`src/rtl/dds_pkg.sv`:
```
package dds_pkg;
  typedef enum logic {
    MOD_FROM_SHIFT = 1'b0,
    MOD_FROM_PAR   = 1'b1
  } mod_src_e;

  // Quarter-wave magnitude at bin midpoint, rational sine approximation.
  function automatic longint unsigned quarter_mag(input int idx, input int addr_w,
                                                  input int out_w);
    longint n, u, p, amp, num, den;
    n   = longint'(1) << (addr_w + 2);
    u   = 2 * idx + 1;
    p   = u * (n - u);
    amp = (longint'(1) << (out_w - 1)) - 1;
    num = 4 * p * amp;
    den = (5 * n * n) / 4 - p;
    return longint'((num + den / 2) / den);
  endfunction
endpackage

```
`src/rtl/dds_tune_sum.sv`:
```
module dds_tune_sum
  import dds_pkg::*;
#(
  parameter int FW = 28,
  parameter int PW = 23
) (
  input  logic [FW-1:0] freq_a_i,
  input  logic [FW-1:0] freq_b_i,
  input  logic [FW-1:0] shift_i,
  input  logic [PW-1:0] pmod_i,
  input  logic          freq_sel_i,
  input  mod_src_e      mod_src_i,
  input  logic          mod_en_i,
  output logic [FW-1:0] step_o
);
  localparam int EXT_W = FW - PW;

  logic [FW-1:0] base;
  logic [FW-1:0] pmod_ext;
  logic [FW-1:0] mod_val;

  always_comb begin
    base     = freq_sel_i ? freq_b_i : freq_a_i;
    pmod_ext = {{EXT_W{pmod_i[PW-1]}}, pmod_i};
    mod_val  = (mod_src_i == MOD_FROM_PAR) ? pmod_ext : shift_i;
    step_o   = mod_en_i ? base + mod_val : base;
  end
endmodule

```
`src/rtl/dds_phase_acc.sv`:
```
module dds_phase_acc #(
  parameter int FW   = 28,
  parameter int TOPW = 8
) (
  input  logic            clk_i,
  input  logic            rst_ni,
  input  logic [FW-1:0]   step_i,
  output logic            tick_o,
  output logic [TOPW-1:0] phase_top_o
);
  logic          div_q;
  logic [FW-1:0] phase_q;

  // Half-rate sample tick
  always_ff @(posedge clk_i or negedge rst_ni) begin
    if (!rst_ni) div_q <= 1'b0;
    else         div_q <= ~div_q;
  end

  assign tick_o = div_q;

  always_ff @(posedge clk_i or negedge rst_ni) begin
    if (!rst_ni)     phase_q <= '0;
    else if (tick_o) phase_q <= phase_q + step_i;
  end

  assign phase_top_o = phase_q[FW-1 -: TOPW];


  tick_alt_chk: assert property (@(posedge clk_i) disable iff (!rst_ni)
    tick_o |=> !tick_o);


  phase_hold_chk: assert property (@(posedge clk_i) disable iff (!rst_ni)
    !tick_o |=> $stable(phase_q));
endmodule

```
`src/rtl/dds_sine_map.sv`:
```
module dds_sine_map
  import dds_pkg::*;
#(
  parameter int AW    = 6,
  parameter int OUT_W = 16
) (
  input  logic             clk_i,
  input  logic             rst_ni,
  input  logic             tick_i,
  input  logic [AW+1:0]    phase_top_i,
  output logic [OUT_W-1:0] sine_o,
  output logic             valid_o
);
  localparam int LUT_N = 1 << AW;
  localparam int VW    = OUT_W + 2;
  localparam logic signed [VW-1:0] MID  = VW'(longint'(1) << (OUT_W - 1));
  localparam logic signed [VW-1:0] VMAX = VW'((longint'(1) << OUT_W) - 1);
  localparam logic [OUT_W-1:0]     MID_U = OUT_W'(longint'(1) << (OUT_W - 1));

  logic [OUT_W-1:0] lut [LUT_N];

  for (genvar g = 0; g < LUT_N; g++) begin : g_lut
    assign lut[g] = OUT_W'(quarter_mag(g, AW, OUT_W));
  end

  logic [1:0]             quad;
  logic [AW-1:0]          addr;
  logic [OUT_W-1:0]       mag;
  logic signed [VW-1:0]   val;
  logic [OUT_W-1:0]       sample;
  logic [OUT_W-1:0]       sine_q;
  logic                   valid_q;

  always_comb begin
    quad = phase_top_i[AW+1:AW];
    addr = quad[0] ? ~phase_top_i[AW-1:0] : phase_top_i[AW-1:0];
    mag  = lut[addr];
    val  = quad[1] ? MID - $signed({2'b00, mag}) : MID + $signed({2'b00, mag});
    if (val < 0)         sample = '0;
    else if (val > VMAX) sample = '1;
    else                 sample = val[OUT_W-1:0];
  end

  always_ff @(posedge clk_i or negedge rst_ni) begin
    if (!rst_ni) begin
      sine_q  <= MID_U;
      valid_q <= 1'b0;
    end else begin
      valid_q <= tick_i;
      if (tick_i) sine_q <= sample;
    end
  end

  assign sine_o  = sine_q;
  assign valid_o = valid_q;


  valid_pulse_chk: assert property (@(posedge clk_i) disable iff (!rst_ni)
    valid_o |=> !valid_o);


  sine_hold_chk: assert property (@(posedge clk_i) disable iff (!rst_ni)
    !tick_i |=> $stable(sine_o));


  pos_half_chk: assert property (@(posedge clk_i) disable iff (!rst_ni)
    (tick_i && !phase_top_i[AW+1]) |=> (sine_o >= MID_U));


  neg_half_chk: assert property (@(posedge clk_i) disable iff (!rst_ni)
    (tick_i && phase_top_i[AW+1]) |=> (sine_o < MID_U));
endmodule

```
`src/rtl/dds_sine_core.sv`:
```
module dds_sine_core
  import dds_pkg::*;
#(
  parameter int FW    = 28,
  parameter int PW    = 23,
  parameter int AW    = 6,
  parameter int OUT_W = 16
) (
  input  logic             clk_i,
  input  logic             rst_ni,
  input  logic [FW-1:0]    freq_a_i,
  input  logic [FW-1:0]    freq_b_i,
  input  logic [FW-1:0]    shift_i,
  input  logic [PW-1:0]    pmod_i,
  input  logic             freq_sel_i,
  input  logic             mod_src_i,
  input  logic             mod_en_i,
  output logic [OUT_W-1:0] sine_o,
  output logic             valid_o
);
  localparam int TOPW = AW + 2;

  logic [FW-1:0]   step;
  logic            tick;
  logic [TOPW-1:0] phase_top;

  dds_tune_sum #(.FW(FW), .PW(PW)) u_sum (
    .freq_a_i  (freq_a_i),
    .freq_b_i  (freq_b_i),
    .shift_i   (shift_i),
    .pmod_i    (pmod_i),
    .freq_sel_i(freq_sel_i),
    .mod_src_i (mod_src_e'(mod_src_i)),
    .mod_en_i  (mod_en_i),
    .step_o    (step)
  );

  dds_phase_acc #(.FW(FW), .TOPW(TOPW)) u_acc (
    .clk_i      (clk_i),
    .rst_ni     (rst_ni),
    .step_i     (step),
    .tick_o     (tick),
    .phase_top_o(phase_top)
  );

  dds_sine_map #(.AW(AW), .OUT_W(OUT_W)) u_map (
    .clk_i      (clk_i),
    .rst_ni     (rst_ni),
    .tick_i     (tick),
    .phase_top_i(phase_top),
    .sine_o     (sine_o),
    .valid_o    (valid_o)
  );
endmodule

```
`config.mk`:
```
export PLATFORM = sky130hd
export DESIGN_NAME = dds_sine_core
export DESIGN_NICKNAME = d
export VERILOG_FILES = /design/src/rtl/dds_pkg.sv /design/src/rtl/dds_tune_sum.sv /design/src/rtl/dds_phase_acc.sv /design/src/rtl/dds_sine_map.sv /design/src/rtl/dds_sine_core.sv
export SDC_FILE = /design/constraint.sdc
export NUM_CORES = 1
export LEC_CHECK = 0
export ABC_AREA = 1
export BUFFER_PORTS_ARGS = -buffer_cell sky130_fd_sc_hd__buf_2
export CAP_MARGIN = 20
export CORE_ASPECT_RATIO = 0.8
export CORE_UTILIZATION = 45
export CTS_CLUSTER_SIZE = 28
export DETAILED_ROUTE_END_ITERATION = 16
export GPL_ROUTABILITY_DRIVEN = 0
export PLACE_DENSITY_LB_ADDON = 0.3
export SLEW_MARGIN = 10
export SYNTH_ARGS = -nofsm -noshare
export SYNTH_HDL_FRONTEND = slang
export SYNTH_SLANG_ARGS = --single-unit
```
`constraint.sdc`:
```
create_clock -name clk_i -period 5.5 [get_ports clk_i]
set_input_delay 0.825 -clock clk_i [delete_from_list [all_inputs] [get_ports clk_i]]
set_output_delay 0.825 -clock clk_i [all_outputs]
set_load 0.01 [all_outputs]
```
==> metrics, run 1 <==
outcome complete, no violations; Worst setup SP type primary input; Detailed Route WL 20.9 mm; Crit path required time 5680 ps; Via Count just over 8000; Starting DRT DRC Count 828; Slew Limit Headroom 33.6%; DRC viols 0; IO buf count 128; Final WS setup 443 ps; reg2reg start u_acc.phase_q[26]$_DFFE_PN0P_; Layout Cells excl Fill 1517; Setup crit end kind register; H-tree depth 2; cell internal pwr 2.41 mW; Post-synth EDFFs 0; CTS tree yes; Setup Viol. Count Final 0; max-slew violations 0; FMAX 0.198 GHz; setup repair bufs after CTS 0; IO Pins 129; hold path cells 2; Syn Area/Cell ~6 sq um; Vias/cell around 5.4; die area 0.0168 sq mm; Reg2Reg Setup Slack 1910 ps; Period minus WS final a little over 5000 ps; pre-CTS setup slack 164 ps; vias in the first global route 6983; Leakage Power 4.32 nW; Synth async-reset ratio 100%; Pwr Density 691 mW/mm^2; Synth Flop Type dfrtp_1; WL/cell 13.8 um; Worst-path clk slew 70 ps; sequential share of power about an eighth; clk_skew 4.11 ps; final period utilization 91.9%; Placeable Area approximately 0.016 sq mm; Hold Crit Start u_map.sine_o[11]$_DFFE_PN0P_; synth unique cells 47; gr usage total 25.2%; layout cells sized above 1 18.0%; Clock Tree Buf Depth 2; combinational share of power 81.5%; Hold Path End u_map.sine_o[11]$_DFFE_PN0P_; Clock Sinks 46; arrival time at the worst endpoint about 5200 ps; number of routed nets with antenna violations 0; placed insts 1509; Synth Register Bits 46; CP max FO 18; DR pass1 iterations 7; depth of the worst register-to-register path 19; peak supply drop 339 uV; Seq/Total Area, Yosys 15.7%; chip width 145 um; most common cell after layout, fill and taps aside nand2_1; worst flop-to-flop path endpoint u_map.sine_o[8]$_DFFE_PN0P_; initial core utilization a little under half; sw frac between 50% and 60%; number of cell rows 41; cell count after synthesis 1190; most frequent cells in the layout 417 x nand2_1, 127 x buf_2, 111 x nand3_1; area leader, netlist nand2_1; Post-Syn Area between 0.007 and 0.008 sq mm; largest net degree at the start of global routing 53; # diodes 0; CP Class primary input to register; initial antenna violation count 0; root buffer cell clkbuf_16; first-pass GRT wire length 34.2 mm; Final nets 1483; Worst-Margin Slew roughly 990 ps; synthesis-to-finish area growth 13.4%; synth warn 0; Clk pwr share about 6.1%; RSZ-0062 raised after global routing no; cts repair resizes 0; post-synth top area share 21.3%; setup TNS 0 ps; worst hold path type register to register; Congestion Overflow GR 0; Die Y 116 um; CTS Buf Count 5; clk_lat worst skew between 200 and 300 ps; Synth Net Count 1372; Switch Pwr 3.34 mW; Post-DP HPWL around 17 mm; max-cap viol count 0; Synth area leaders nand2_1 21%, dfrtp_1 15%, ha_1 12%, nand3_1 7.6%, o21ai_0 6.5%; Post-CTS Hold Fix Bufs 0; Hold Fails Final Rpt 0
==> area by class of cell <==
cell class                 instances  area (sq um)
inverter                          88           330
timing repair buffer             146           778
clock inverter                     2          37.5
sequential                        46          1150
clock buffer                       6           129
multi-input combinational       1014          5620
fill                            1621          7530
tap                              215           269
==> flip-flops by register name, indices dropped and copies added, names as in the netlist <==
register       cells
u_map.sine_o      16
u_acc.phase_q     28
u_acc.tick_o       1
u_map.valid_o      1
==> worst max-delay path by stage <==
stage                               endpoint  cells after the start       start  slack (ps)
6_report       u_acc.phase_q[27]$_DFFE_PN0P_                     25  freq_sel_i         440
5_1_grt        u_acc.phase_q[27]$_DFFE_PN0P_                     25  freq_sel_i          60
4_1_cts        u_acc.phase_q[27]$_DFFE_PN0P_                     25  freq_sel_i         450
3_5_place_dp   u_acc.phase_q[27]$_DFFE_PN0P_                     25  freq_sel_i         160
3_3_place_gp   u_acc.phase_q[27]$_DFFE_PN0P_                     25  freq_sel_i         200
2_1_floorplan  u_acc.phase_q[22]$_DFFE_PN0P_                     21  freq_sel_i         700
==> critical path, cell delays in order <==
cell and delay (ps):
clkbuf_4 240, buf_4 270, mux2_2 380, ha_1 340, a21oi_1 240, o21ai_0 130
o21bai_1 190, a21oi_1 280, o21bai_1 170, or2_2 300, nand3_1 70, o21ai_0 150
ha_1 380, a21oi_1 240, o21ai_0 170, a21oi_1 150, o21ai_0 100, nor2_1 130
nand3_1 80, nand2_1 100, inv_1 40, nand2_1 70, nand3_1 70, nand2_1 70
nand2_1 50
==> power by group through the flow <==
stage	Sequential (mW)	Clock, mW	Combinational [mW]
after floorplan	0.682	0	3.67
after global placement	0.714	0	4.52
after detailed placement	0.719	0	4.57
after CTS	0.715	0.357	4.60
after global routing	0.740	0.371	5.28
final	0.713	0.350	4.69
==> Yosys cell counts (7+ instances only) <==
library cell,number
a21boi_0,8
a21oi_1,61
clkbuf_1,22
dfrtp_1,45
ha_1,68
inv_1,80
mux2_2,23
nand2_1,417
nand2_2,18
nand2_4,9
nand3_1,111
nand4_1,10
nor2_1,70
o211ai_1,7
o21ai_0,95
o21ai_1,7
o21bai_1,10
or2_2,12
xnor2_1,20
xor2_1,19
==> logic make-up after synthesis <==
kind of cell               Yosys count  share of synthesized area, %
adders and majority gates           70                          12.1
DFF                                 46                          15.7
muxes                               23                          3.53
AOI/OAI and AO/OA                  209                          15.7
xor gates and xnor gates            41                          5.25
buffers and inverters              130                          7.74
and+or+nand+nor                    671                          39.9
==> per-layer routing <==
| layer | GRT usage (%) | vias up | routed length (um) |
|---|---|---|---|
| met5 | 0 | - | 0 |
| met4 | 4.56 | 0 | 201 |
| met3 | 4.31 | 18 | 1690 |
| met2 | 37.9 | 334 | 8660 |
| met1 | 37.7 | 3622 | 10400 |
| li1 | - | 4161 | - |
==> per-stage QoR <==
step                utilization, %  instance area (sq um)  power [mW]  hold WS [ps]
floorplan                        -                   7340        4.35           352
CTS                           52.5                   8320        5.67           478
global placement              51.4                   8150        5.24           458
finish                        52.5                   8320        5.75           474
global route                  52.5                   8320        6.39           503
detailed placement            51.4                   8150        5.29           460
Note: power is estimated with default switching activity, not from simulation.
==> run 2, diff against run 1 <==
- CORE_ASPECT_RATIO: 0.8 -> not set
==> run 2 against run 1 <==
Largest cell class unchanged. Via count down 0.12%. Clock power shrank 12%. Wire length fell by 0.57%. Maximum frequency fell by 0.25%. Global-route usage shrank 0.056 points. Critical endpoint is now u_acc.phase_q[22]$_DFFE_PN0P_. Final area fell by 0.53%. Sequential power up 1%. Power shrank 1.8%. Worst hold slack worse by 6.5 ps.
==> metrics, run 2 (same netlist as run 1, synthesis figures left out) <==
outcome complete, no violations; Worst-Margin Slew 825 ps (-167 ps); combinational share of power 81.7% (+0.2 points); setup TNS 0 ps (unchanged); Switch Pwr 3.30 mW (-1.3%); worst hold path type primary input to asynchronous set/reset pin; worst flop-to-flop path endpoint u_map.sine_o[10]$_DFFE_PN0P_; setup repair bufs after CTS 0 (unchanged); root buffer cell clkbuf_16; Placeable Area 0.0159 sq mm (+0.21%); die area 0.0168 sq mm (about the same); Final nets 1478 (-0.34%); Post-DP HPWL 16.6 mm (-0.51%); reg2reg start u_acc.phase_q[26]$_DFFE_PN0P_; Hold Fails Final Rpt 0 (unchanged); sw frac 58.4% (+0.27 points); Vias/cell 5.37 (+0.14%); Die Y 130 um (+12%); max-cap viol count 0 (unchanged); initial antenna violation count 0 (unchanged); initial core utilization 46.2% (-0.098 points); clk_lat worst skew 290 ps (about the same); gr usage total 25.1% (-0.056 points); peak supply drop 319 uV (-5.9%); Reg2Reg Setup Slack 1860 ps (-50 ps); max-slew violations 0 (unchanged); Starting DRT DRC Count 687 (-17%); Critical Path Max Stage Delay 400 ps (+20 ps); first-pass GRT wire length 34.5 mm (+0.83%); CTS tree yes; max FFs per register 28 (unchanged); WL/cell 13.8 um (-0.31%); depth of the worst register-to-register path 19 (unchanged); Period minus WS final 5070 ps (+12.8 ps); RSZ-0062 raised after global routing no; CP Class primary input to register; Leakage Power 4.29 nW (-0.71%); Detailed Route WL 20.8 mm (-0.57%); Slew Limit Headroom 44.9% (+11 points); Worst-path clk slew 70 ps (about the same); FMAX 0.197 GHz (-0.25%); Congestion Overflow GR 0 (unchanged); Clock Sinks 46 (unchanged); CP max FO 11 (-7); Pwr Density 683 mW/mm^2 (-1.2%); Worst setup SP type primary input; IO buf count 128 (unchanged); most common cell after layout, fill and taps aside nand2_1; clk_skew 8.16 ps (+4.05 ps); IO Pins 129 (unchanged); largest register by flop count u_acc.phase_q; Setup Viol. Count Final 0 (unchanged); most frequent cells in the layout 417 x nand2_1, 128 x buf_2, 111 x nand3_1; Setup crit end kind register; H-tree depth 2 (unchanged); Buf/Inv on CP 4 (+1); utilization after layout 52.1% (-0.39 points); number of routed nets with antenna violations 0 (unchanged); synthesis-to-finish area growth 12.8%; Crit path required time 5660 ps (-20 ps); DRC viols 0 (unchanged); final period utilization 92.2% (+0.23 points); Post-CTS Hold Fix Bufs 0 (unchanged); CTS Buf Count 5 (unchanged); vias in the first global route 7376 (+5.6%); crit-path cells buf_2 -> clkinv_1 -> buf_4 -> nand2_1 -> nand2_1 -> ha_1 -> inv_1 -> fa_1 -> o21ai_1 -> a21oi_1 -> o21ai_0 -> a21boi_0 -> o21bai_1 -> xnor2_1 -> o21ai_1 -> ha_1 -> nand2_1 -> o21ai_0 -> a21oi_1 -> a21boi_0 -> o21bai_1 -> or2_2 -> nand3_1 -> o21ai_0; CP max-delay cell fa_1; DR pass1 iterations 6 (-1); number of cell rows 46 (+12%); sequential share of power 12.8% (+0.4 points); Clk pwr share 5.5% (-0.6 points); largest net degree at the start of global routing 47 (-11%); arrival time at the worst endpoint 5230 ps (about the same); Clock Tree Buf Depth 2 (unchanged); layout cells sized above 1 17.7% (-0.24 points); chip width 130 um (-10%); CP delay by family, top compound AO/OA/AOI/OAI gates; cell internal pwr 2.35 mW (-2.4%); # diodes 0 (unchanged); Via Count 8125 (-0.12%)
## run 2: worst max-delay path by stage
stage,slack [ps],start,cells after the start,end
after floorplan,700,freq_sel_i,21,u_acc.phase_q[22]$_DFFE_PN0P_
after global placement,300,freq_sel_i,25,u_acc.phase_q[27]$_DFFE_PN0P_
after detailed placement,190,mod_src_i,24,u_acc.phase_q[22]$_DFFE_PN0P_
after CTS,480,mod_src_i,24,u_acc.phase_q[22]$_DFFE_PN0P_
after global routing,40,mod_src_i,31,u_acc.phase_q[27]$_DFFE_PN0P_
final,430,mod_src_i,24,u_acc.phase_q[22]$_DFFE_PN0P_
## run 2: per-layer routing
metal  share of wire, %  track usage, %
met5                  0               0
met3                5.9            1.89
met4                1.5            6.43
met1                 46            33.9
met2                 47            43.4
## run 2: worst register-to-register path, delay by kind of cell, from the launching register on
| kind | cells | cell delay, ps |
|---|---|---|
| buffers and inverters | 3 | 400 |
| DFF | 1 | 870 |
| and+or+nand+nor | 14 | 1750 |
| adders and majority gates | 2 | 530 |
## run 2: layout make-up
| type | count | area, sq um |
|---|---|---|
| multi-input cells | 1014 | 5620 |
| flip-flops and latches | 46 | 1150 |
| inverters | 88 | 330 |
| fillers | 1645 | 7610 |
| well taps | 216 | 270 |
| repair buffers | 141 | 751 |
| clock buffers | 5 | 125 |
| clock inverters | 3 | 23.8 |
## run 2: timing repair
action	in CTS	in global routing
hold endpoints to repair	0	0
resized for setup	0	1
setup endpoints to repair	0	1
## run 2: per-stage QoR
| stage | cell area (sq um) | std cells | setup slack [ps] | total power [mW] | hold WS [ps] |
|---|---|---|---|---|---|
| after floorplan | 7340 | 1190 | 695 | 4.35 | 352 |
| after global placement | 8110 | 1504 | 296 | 5.23 | 459 |
| after detailed placement | 8110 | 1504 | 193 | 5.29 | 462 |
| after CTS | 8260 | 1512 | 476 | 5.61 | 480 |
| after global routing | 8280 | 1513 | 38.0 | 6.29 | 499 |
| final | 8280 | 1513 | 430 | 5.65 | 468 |
## run 2: power by group through the flow
| stage | Sequential, mW | Clock, mW | Combinational (mW) |
|---|---|---|---|
| 2_1_floorplan | 0.682 | 0 | 3.67 |
| 3_3_place_gp | 0.720 | 0 | 4.51 |
| 3_5_place_dp | 0.723 | 0 | 4.56 |
| 4_1_cts | 0.721 | 0.319 | 4.57 |
| 5_1_grt | 0.749 | 0.338 | 5.20 |
| 6_report | 0.723 | 0.309 | 4.62 |
